<file path="src/rtl/strobe_timer_pkg.sv">
package strobe_timer_pkg;
  localparam int unsigned OFS_RESET  = 'h00;
  localparam int unsigned OFS_START  = 'h04;
  localparam int unsigned OFS_STOP   = 'h08;
  localparam int unsigned OFS_MODE   = 'h0C;
  localparam int unsigned OFS_STATUS = 'h10;
  localparam int unsigned OFS_COUNT  = 'h14;
  localparam int unsigned OFS_TERM   = 'h18;
  localparam int unsigned OFS_IRQEN  = 'h1C;
  localparam int unsigned OFS_ACK    = 'h20;

  localparam int unsigned ACK_BIT = 7;

  typedef struct packed {
    logic rst;
    logic start;
    logic stop;
    logic mode;
    logic term;
    logic irqen;
    logic ack;
  } cmd_t;

  typedef enum logic [3:0] {
    ST_IDLE   = 4'd1,
    ST_ACTIVE = 4'd2
  } state_e;
endpackage

</file>
<file path="src/rtl/strobe_timer_decode.sv">
module strobe_timer_decode
  import strobe_timer_pkg::*;
#(
  parameter int unsigned ADDR_W = 8
) (
  input  logic              we_i,
  input  logic [ADDR_W-1:0] addr_i,
  output cmd_t              cmd_o
);
  always_comb begin
    cmd_o       = '0;
    cmd_o.rst   = we_i && (addr_i == ADDR_W'(OFS_RESET));
    cmd_o.start = we_i && (addr_i == ADDR_W'(OFS_START));
    cmd_o.stop  = we_i && (addr_i == ADDR_W'(OFS_STOP));
    cmd_o.mode  = we_i && (addr_i == ADDR_W'(OFS_MODE));
    cmd_o.term  = we_i && (addr_i == ADDR_W'(OFS_TERM));
    cmd_o.irqen = we_i && (addr_i == ADDR_W'(OFS_IRQEN));
    cmd_o.ack   = we_i && (addr_i == ADDR_W'(OFS_ACK));
  end
endmodule

</file>
<file path="src/rtl/strobe_timer_cfg.sv">
module strobe_timer_cfg
  import strobe_timer_pkg::*;
#(
  parameter int unsigned           DATA_W   = 32,
  parameter logic [DATA_W-1:0]     TERM_RST = '1
) (
  input  logic              clk_i,
  input  logic              rst_ni,
  input  cmd_t              cmd_i,
  input  logic [DATA_W-1:0] wdata_i,
  output logic              oneshot_o,
  output logic              irqen_o,
  output logic [DATA_W-1:0] term_o
);
  always_ff @(posedge clk_i or negedge rst_ni) begin
    if (!rst_ni) begin
      oneshot_o <= 1'b0;
      irqen_o   <= 1'b0;
      term_o    <= TERM_RST;
    end else begin
      if (cmd_i.mode)  oneshot_o <= wdata_i[0];
      if (cmd_i.irqen) irqen_o   <= wdata_i[0];
      if (cmd_i.term)  term_o    <= wdata_i;
    end
  end

  // reset command must not disturb configuration
  assert_cfg_kept_R7: assert property (@(posedge clk_i) disable iff (!rst_ni)
    cmd_i.rst |=> ($stable(term_o) && $stable(oneshot_o) && $stable(irqen_o)));
endmodule

</file>
<file path="src/rtl/strobe_timer_counter.sv">
module strobe_timer_counter
  import strobe_timer_pkg::*;
#(
  parameter int unsigned DATA_W = 32
) (
  input  logic              clk_i,
  input  logic              rst_ni,
  input  cmd_t              cmd_i,
  input  logic              ack_bit_i,
  input  logic              tick_i,
  input  logic              oneshot_i,
  input  logic [DATA_W-1:0] term_i,
  output logic [DATA_W-1:0] count_o,
  output logic              run_o,
  output logic              pend_o
);
  logic              step;
  logic              hit;
  logic [DATA_W-1:0] count_inc;

  // stop/reset strobes win over a tick in the same cycle
  assign step      = run_o && tick_i && !cmd_i.stop && !cmd_i.rst;
  assign count_inc = count_o + DATA_W'(1);
  assign hit       = step && (count_inc == term_i);

  always_ff @(posedge clk_i or negedge rst_ni) begin
    if (!rst_ni) begin
      count_o <= '0;
      run_o   <= 1'b0;
      pend_o  <= 1'b0;
    end else if (cmd_i.rst) begin
      count_o <= '0;
      run_o   <= 1'b0;
      pend_o  <= 1'b0;
    end else begin
      if (step) count_o <= (hit && !oneshot_i) ? '0 : count_inc;

      if (cmd_i.start)             run_o <= 1'b1;
      else if (cmd_i.stop)         run_o <= 1'b0;
      else if (hit && oneshot_i)   run_o <= 1'b0;

      if (hit)                          pend_o <= 1'b1;
      else if (cmd_i.ack && ack_bit_i)  pend_o <= 1'b0;
    end
  end

  assert_hold_R3: assert property (@(posedge clk_i) disable iff (!rst_ni)
    (!(run_o && tick_i) && !cmd_i.rst) |=> $stable(count_o));

  assert_event_pend_R4: assert property (@(posedge clk_i) disable iff (!rst_ni)
    hit |=> pend_o);

  assert_wrap_R5: assert property (@(posedge clk_i) disable iff (!rst_ni)
    (hit && !oneshot_i && !cmd_i.stop) |=> (count_o == '0 && run_o));

  assert_oneshot_stop_R6: assert property (@(posedge clk_i) disable iff (!rst_ni)
    (hit && oneshot_i && !cmd_i.start) |=> (!run_o && count_o == $past(term_i)));

  assert_rst_cmd_R7: assert property (@(posedge clk_i) disable iff (!rst_ni)
    cmd_i.rst |=> (count_o == '0 && !run_o && !pend_o));

  assert_ack_clear_R10: assert property (@(posedge clk_i) disable iff (!rst_ni)
    (cmd_i.ack && ack_bit_i && !hit) |=> !pend_o);
endmodule

</file>
<file path="src/rtl/strobe_timer_rdmux.sv">
module strobe_timer_rdmux
  import strobe_timer_pkg::*;
#(
  parameter int unsigned ADDR_W = 8,
  parameter int unsigned DATA_W = 32
) (
  input  logic [ADDR_W-1:0] addr_i,
  input  logic [DATA_W-1:0] count_i,
  input  logic [DATA_W-1:0] term_i,
  input  logic              run_i,
  input  logic              oneshot_i,
  input  logic              irqen_i,
  input  logic              pend_i,
  output logic [DATA_W-1:0] rdata_o
);
  localparam int unsigned STAT_W = 8;

  state_e            state;
  logic [STAT_W-1:0] status;

  assign state  = run_i ? ST_ACTIVE : ST_IDLE;
  assign status = {pend_i, irqen_i, oneshot_i, run_i, state};

  always_comb begin
    rdata_o = '0;
    if (addr_i == ADDR_W'(OFS_STATUS))     rdata_o = DATA_W'(status);
    else if (addr_i == ADDR_W'(OFS_COUNT)) rdata_o = count_i;
    else if (addr_i == ADDR_W'(OFS_TERM))  rdata_o = term_i;
  end
endmodule

</file>
<file path="src/rtl/strobe_timer.sv">
module strobe_timer
  import strobe_timer_pkg::*;
#(
  parameter int unsigned       ADDR_W   = 8,
  parameter int unsigned       DATA_W   = 32,
  parameter logic [DATA_W-1:0] TERM_RST = '1
) (
  input  logic              clk_i,
  input  logic              rst_ni,
  input  logic              tick_i,
  input  logic              we_i,
  input  logic [ADDR_W-1:0] addr_i,
  input  logic [DATA_W-1:0] wdata_i,
  output logic [DATA_W-1:0] rdata_o,
  output logic              irq_o
);
  cmd_t              cmd;
  logic              oneshot;
  logic              irqen;
  logic [DATA_W-1:0] term;
  logic [DATA_W-1:0] count;
  logic              run;
  logic              pend;

  strobe_timer_decode #(.ADDR_W(ADDR_W)) u_decode (
    .we_i   (we_i),
    .addr_i (addr_i),
    .cmd_o  (cmd)
  );

  strobe_timer_cfg #(.DATA_W(DATA_W), .TERM_RST(TERM_RST)) u_cfg (
    .clk_i     (clk_i),
    .rst_ni    (rst_ni),
    .cmd_i     (cmd),
    .wdata_i   (wdata_i),
    .oneshot_o (oneshot),
    .irqen_o   (irqen),
    .term_o    (term)
  );

  strobe_timer_counter #(.DATA_W(DATA_W)) u_counter (
    .clk_i     (clk_i),
    .rst_ni    (rst_ni),
    .cmd_i     (cmd),
    .ack_bit_i (wdata_i[ACK_BIT]),
    .tick_i    (tick_i),
    .oneshot_i (oneshot),
    .term_i    (term),
    .count_o   (count),
    .run_o     (run),
    .pend_o    (pend)
  );

  strobe_timer_rdmux #(.ADDR_W(ADDR_W), .DATA_W(DATA_W)) u_rdmux (
    .addr_i    (addr_i),
    .count_i   (count),
    .term_i    (term),
    .run_i     (run),
    .oneshot_i (oneshot),
    .irqen_i   (irqen),
    .pend_i    (pend),
    .rdata_o   (rdata_o)
  );

  assign irq_o = pend && irqen;

  assert_irq_needs_en_R9: assert property (@(posedge clk_i) disable iff (!rst_ni)
    (cmd.irqen && !wdata_i[0]) |=> !irq_o);
endmodule

</file>
<file path="config.mk">
export PLATFORM = sky130hd
export DESIGN_NAME = strobe_timer
export DESIGN_NICKNAME = d
export VERILOG_FILES = /design/src/rtl/strobe_timer_pkg.sv /design/src/rtl/strobe_timer_decode.sv /design/src/rtl/strobe_timer_cfg.sv /design/src/rtl/strobe_timer_counter.sv /design/src/rtl/strobe_timer_rdmux.sv /design/src/rtl/strobe_timer.sv
export SDC_FILE = /design/constraint.sdc
export NUM_CORES = 1
export LEC_CHECK = 0
export ABC_AREA = 1
export BUFFER_PORTS_ARGS = -buffer_cell sky130_fd_sc_hd__buf_2
export CAP_MARGIN = 30
export CORE_UTILIZATION = 58
export CTS_CLUSTER_SIZE = 30
export DETAILED_ROUTE_END_ITERATION = 16
export PLACE_DENSITY = 0.81
export SYNTH_ARGS = -nofsm -noshare
export SYNTH_HDL_FRONTEND = slang
export SYNTH_SLANG_ARGS = --single-unit
export TNS_END_PERCENT = 100
</file>
<file path="constraint.sdc">
create_clock -name clk_i -period 3.1 [get_ports clk_i]
set_clock_uncertainty 0.15 [all_clocks]
set_input_delay 0.62 -clock clk_i [delete_from_list [all_inputs] [get_ports clk_i]]
set_output_delay 0.62 -clock clk_i [all_outputs]
set_load 0.1 [all_outputs]
</file>
# Word level (Yosys, flattened, before mapping)

Index checks and enable logic that the tools add are counted.

Input port bits: 44
Bits in read-only memories: 0
Memories: 0
Bits in writable memories: 0
Output and inout bits: 33
Register bits after elaboration: 68
Bits in latches: 0

$mul: 0
Add/sub/neg operators: 1
Shift operators: 0
Bitwise operators: 0
Div/mod/pow operators: 0
Order comparisons: 0
Muxes and demuxes: 14
Eq/ne operators: 9
Reduce and logical (&&, ||, !) cells: 22

Operator list:

| kind                                                 | number |
|---|---|
| two-way mux 32 bit                                   | 6 |
| adder 32 x 1 -> 32 bit (second input constant)       | 1 |
| equality test 32 bit                                 | 1 |
| equality test 8 x 5 -> 1 bit (second input constant) | 4 |
| equality test 8 x 4 -> 1 bit (second input constant) | 2 |
| logical AND 1 bit                                    | 15 |
| equality test 8 x 3 -> 1 bit (second input constant) | 1 |
| equality test 8 x 6 -> 1 bit (second input constant) | 1 |
| zero test 8 bit                                      | 1 |
| two-way mux 1 bit                                    | 7 |
| nonzero test 4 bit                                   | 1 |
| zero test 1 bit                                      | 3 |
| nonzero test 3 bit                                   | 1 |
| two-way mux 2 bit                                    | 1 |
| nonzero test 2 bit                                   | 1 |

# Depth between registers and ports, before layout

Word-level depth: 11
Depth in mapped cells: 17
Gate-level depth less buffers: 16

# Modules after synthesis

From an unflattened synthesis, not the netlist that was laid out.

Cells, all modules: 894
Area total of the unflattened synthesis: 5545.3 sq um

Modules (own cells, without submodules):

| module               | times used | area an instance (sq um) | cells each |
|---|---|---|---|
| strobe_timer_counter | 1          | 3180.6                   | 576 |
| strobe_timer_cfg     | 1          | 1415.1                   | 146 |
| strobe_timer_rdmux   | 1          | 812.0                    | 142 |
| strobe_timer_decode  | 1          | 130.1                    | 28 |
| strobe_timer         | 1          | 7.5                      | 2 |

# Worst setup path before layout

No wires, ideal clock.

Kind: input -> output
Start: in addr_i[7]
End: out rdata_o[24]
Path slack: -1442 ps
Required time: 2330 ps
Cell stages on the path: 8
Arrival: 3772 ps
Path buffers: 1
Cell sequence: nor2_1 > nand2_1 > nor2_1 > inv_1 > nor2_1 > inv_1 > clkbuf_1 > o32ai_1

Cells in the longest elaborated chain, start to end: 4
Elaborated cells on any way between the ends: 6
Classes of those cells: eq/ne: 3; mux: 3

Ends and longest elaborated chain:

| what                         | line                     | source |
|---|---|---|
| from (decl)                  | strobe_timer.sv:12       | `input logic [ADDR_W-1:0] addr_i,` |
| equality test 8 x 5 -> 1 bit | strobe_timer_rdmux.sv:28 | `else if (addr_i == ADDR_W'(OFS_TERM)) rdata_o = term_i;` |
| two-way mux 32 bit           | strobe_timer_rdmux.sv:28 |  |
| two-way mux 32 bit           | strobe_timer_rdmux.sv:27 | `else if (addr_i == ADDR_W'(OFS_COUNT)) rdata_o = count_i;` |
| two-way mux 32 bit *         | strobe_timer_rdmux.sv:26 | `if (addr_i == ADDR_W'(OFS_STATUS)) rdata_o = DATA_W'(status);` |
| to (decl)                    | strobe_timer.sv:14       | `output logic [DATA_W-1:0] rdata_o,` |

Mark *: on every way between the ends. The rest lies on a longest branch, timed or not.

# Final worst setup path

Start: reg u_counter.count_o[1]
End: reg u_counter.count_o[20]

Cells in the longest elaborated chain, start to end: 7

Ends and longest elaborated chain:

| what                               | line                       | source |
|---|---|---|
| from (decl)                        | strobe_timer_counter.sv:13 | `output logic [DATA_W-1:0] count_o,` |
| from (signal assigned)             | strobe_timer_counter.sv:36 | `if (step) count_o <= (hit && !oneshot_i) ? '0 : count_inc;` |
| adder 32 x 1 -> 32 bit *           | strobe_timer_counter.sv:23 | `assign count_inc = count_o + DATA_W'(1);` |
| equality test 32 bit               | strobe_timer_counter.sv:24 | `assign hit = step && (count_inc == term_i);` |
| logical AND 1 bit                  | strobe_timer_counter.sv:24 |  |
| logical AND 1 bit                  | strobe_timer_counter.sv:36 |  |
| two-way mux 32 bit * (2 in series) | strobe_timer_counter.sv:36 |  |
| two-way mux 32 bit *               | strobe_timer_counter.sv:31 | `end else if (cmd_i.rst) begin` |

Mark *: on every way between the ends. The rest lies on a longest branch, timed or not. The select of a mux whose other input is x is not followed.
A chain may end at the register's enable or synchronous reset.

==> flow_metrics.env <==
export IMPL_drv_slew=0
export IMPL_grt_max_degree=43
export IMPL_yosys_warnings=0
export IMPL_path_class="reg2reg"
export IMPL_p_sw_w=0.00174
export IMPL_ctsRootBufferMaster="clkbuf_8"
export IMPL_r2r_end="u_counter.count_o[20]$_DFFE_PN0P_"
export IMPL_finalSetupViolations=0
export IMPL_cp_arrival_ns=3.07
export IMPL_ant_nets=0
export IMPL_clkPwrFrac_pct=18.1
export IMPL_via_per_inst=6.06
export IMPL_async_flop_share_pct=100
export IMPL_tightestPinTransition_ns=0.605
export IMPL_layout_common_cells="231 x nand2_1, 90 x inv_1, 71 x nand3_1"
export IMPL_grt_util_all_layers_pct=37.7
export IMPL_detail_route_first_pass_iterations=7
export IMPL_post_synth_cell_area_avg_um2=7.09
export IMPL_hold_path_class="in2async"
export IMPL_end_kind="flip-flop"
export IMPL_syn_area_mm2=0.00488
export IMPL_gp_congestion=0.948
export IMPL_drc_errors=0
export IMPL_power_leakage_nw=2.85
export IMPL_rows=33
export IMPL_r2r_cells=17
export IMPL_syn_to_final_growth_pct=37.6
export IMPL_final_common_cell="nand2_1"
export IMPL_worstPathRequired_ns=3.18
export IMPL_rsz0062_at_grt="no"
export IMPL_synth_edf_count=0
export IMPL_max_freq_mhz=334
export IMPL_cts_clk_slew_worst_paths_ns=0.08
export IMPL_post_route_period_util_pct=96.5
export IMPL_drv_cap=0
export IMPL_layout_setup_ws_ns=0.109
export IMPL_grt_first_pass_wirelength_mm=25.4
export IMPL_overflow=0
export IMPL_synth_cell_types=34
export IMPL_syn_nets=734
export IMPL_cts_sinks=68
export IMPL_max_vdd_ir_drop_mv=0.453
export IMPL_ys_seq_elements=68
export IMPL_clk_path_buf_depth=2
export IMPL_ys_seq_area_share_pct=35.7
export IMPL_die_h_um=93.8
export IMPL_synthFlopType="dfrtp_1"
export IMPL_antenna_found_initial=0
export IMPL_cts_buffers=9
export IMPL_die_w_um=93.8
export IMPL_drt_iter0_drc=433
export IMPL_ioPinCount=77
export IMPL_startpoint_type="flip-flop"
export IMPL_nNetsFinal=816
export IMPL_r2r_start="u_counter.count_o[1]$_DFFE_PN0P_"
export IMPL_wire_per_inst_um=17.9
export IMPL_cp_startpoint="u_counter.count_o[1]$_DFFE_PN0P_"
export IMPL_p_int_w=0.00208
export IMPL_reg2reg_slack_ns=0.11
export IMPL_htree_num_levels=3
export IMPL_clock_latency_ns=0.36
export IMPL_max_slew_margin_pct=59.7
export IMPL_crit_fanout=32
export IMPL_drt_wl_total_mm=15.7
export IMPL_drive_gt1_share_pct=30.8
export IMPL_dpl_hpwl_mm=11.3
export IMPL_power_density_mw_per_mm2=569
export IMPL_hold_viol=0
export IMPL_tritoncts="built"
export IMPL_fin_crit_ns=2.99
export IMPL_core_area_mm2=0.00818
export IMPL_swShare_pct=45.6
export IMPL_seqPwrFrac_pct=36.8
export IMPL_place_ws_ns=0.0616
export IMPL_p_comb_share_pct=45.0
export IMPL_synthCells=689
export IMPL_antenna_cells=0
export IMPL_start_util_pct=59.7
export IMPL_dieArea_mm2=0.00879
export IMPL_status="finished clean"
export IMPL_grt_pass1_vias=5359
export IMPL_vias=5343
export IMPL_holdWs_ns=0.114
export IMPL_io_buffer_count=76
==> state kept, by name, indices dropped and copies added, names as in the netlist <==
| register | count |
|---|---|
| u_cfg.term_o | 32 |
| u_counter.count_o | 32 |
| u_cfg.irqen_o | 1 |
| u_cfg.oneshot_o | 1 |
| u_counter.pend_o | 1 |
| u_counter.run_o | 1 |
==> kinds of logic (layout without fill, tap and decap cells) <==
kind of cell	Yosys count	count (layout)	share of synthesized area, %
flops	68	68	35.7
fa+ha+maj	1	1	0.256
xor+xnor	5	5	1.20
mux	31	31	7.15
buf+inv	119	206	9.61
simple gates	390	390	33.9
compound gates	75	75	12.2
==> synth_stat cells (4+ instances only) <==
cell | number | area, µm²
nor2_4 | 4 | 45.0
o22ai_2 | 9 | 113
clkbuf_1 | 15 | 56.3
dfrtp_1 | 36 | 901
dfstp_2 | 32 | 841
nand2_1 | 233 | 875
mux2_2 | 31 | 349
o21ai_0 | 6 | 30.0
inv_1 | 96 | 360
nor3_1 | 4 | 20.0
nor2_1 | 61 | 229
o32ai_1 | 25 | 219
nand3_1 | 71 | 355
nor2_2 | 8 | 50.1
o221ai_1 | 5 | 43.8
o22ai_1 | 24 | 150
==> critical path, stage by stage, from the launching register on <==
cell and delay, ns:
dfrtp_1 0.40, ha_1 0.24, nand2_2 0.13, nor2_4 0.16, nand2_1 0.13, nor2_4 0.25
nand2_1 0.09, nand2_1 0.09, nand2_1 0.09, nand2_1 0.10, nand2_1 0.06, nor2_1 0.14
nand2_1 0.12, nor2_4 0.14, nand3_4 0.11, nor2_8 0.11, buf_12 0.23, o22ai_1 0.12
==> cell type report <==
class	instances	area, µm²
sequential	68	1740
fill	531	1460
clock inverter	2	10.0
multi-input combinational	502	3260
timing repair buffer	91	1040
tap	105	131
clock buffer	14	163
inverter	99	378
==> power by group through the flow <==
| stage | Clock [W] | Combinational, W | Sequential [W] |
|---|---|---|---|
| after floorplan | 0 | 0.00131 | 0.00133 |
| after global placement | 0 | 0.00157 | 0.00139 |
| after detailed placement | 0 | 0.00167 | 0.00141 |
| after CTS | 0.000689 | 0.00168 | 0.00139 |
| after global routing | 0.000729 | 0.00190 | 0.00143 |
| final | 0.000693 | 0.00172 | 0.00141 |
==> routing by layer <==
metal,part of all wire (%),track usage (%),vias to the layer above
li1,-,-,2430
met1,39,46.2,2505
met2,47,62.9,337
met3,8.9,6.96,71
met4,4.7,19.7,0
met5,0,0,-
==> metrics by stage <==
step | setup TNS (ns) | util [%] | power, W | area (µm²) | std cells
after detailed placement | 0 | 79.2 | 0.00307 | 6480 | 862
final | 0 | 82.2 | 0.00382 | 6720 | 881
after global placement | 0 | 79.2 | 0.00297 | 6480 | 862
after CTS | 0 | 81.3 | 0.00377 | 6650 | 878
after floorplan | -0.154 | - | 0.00264 | 5560 | 689
after global routing | 0 | 82.2 | 0.00406 | 6720 | 881
==> repair_timing <==
action | CTS | global route
gates resized for setup | 0 | 7
setup endpoints to repair | 0 | 40
hold buffers | 0 | 0
buffers inserted | 0 | 2
==> worst max path at each step <==
stage	end	slack, ns
after floorplan	rdata_o[1]	-0.04
after global placement	rdata_o[5]	0.15
after detailed placement	rdata_o[6]	0.06
after CTS	rdata_o[6]	0.05
after global routing	rdata_o[14]	0.008
final	u_counter.count_o[20]$_DFFE_PN0P_	0.11
Power figures use the tool's default switching activity.
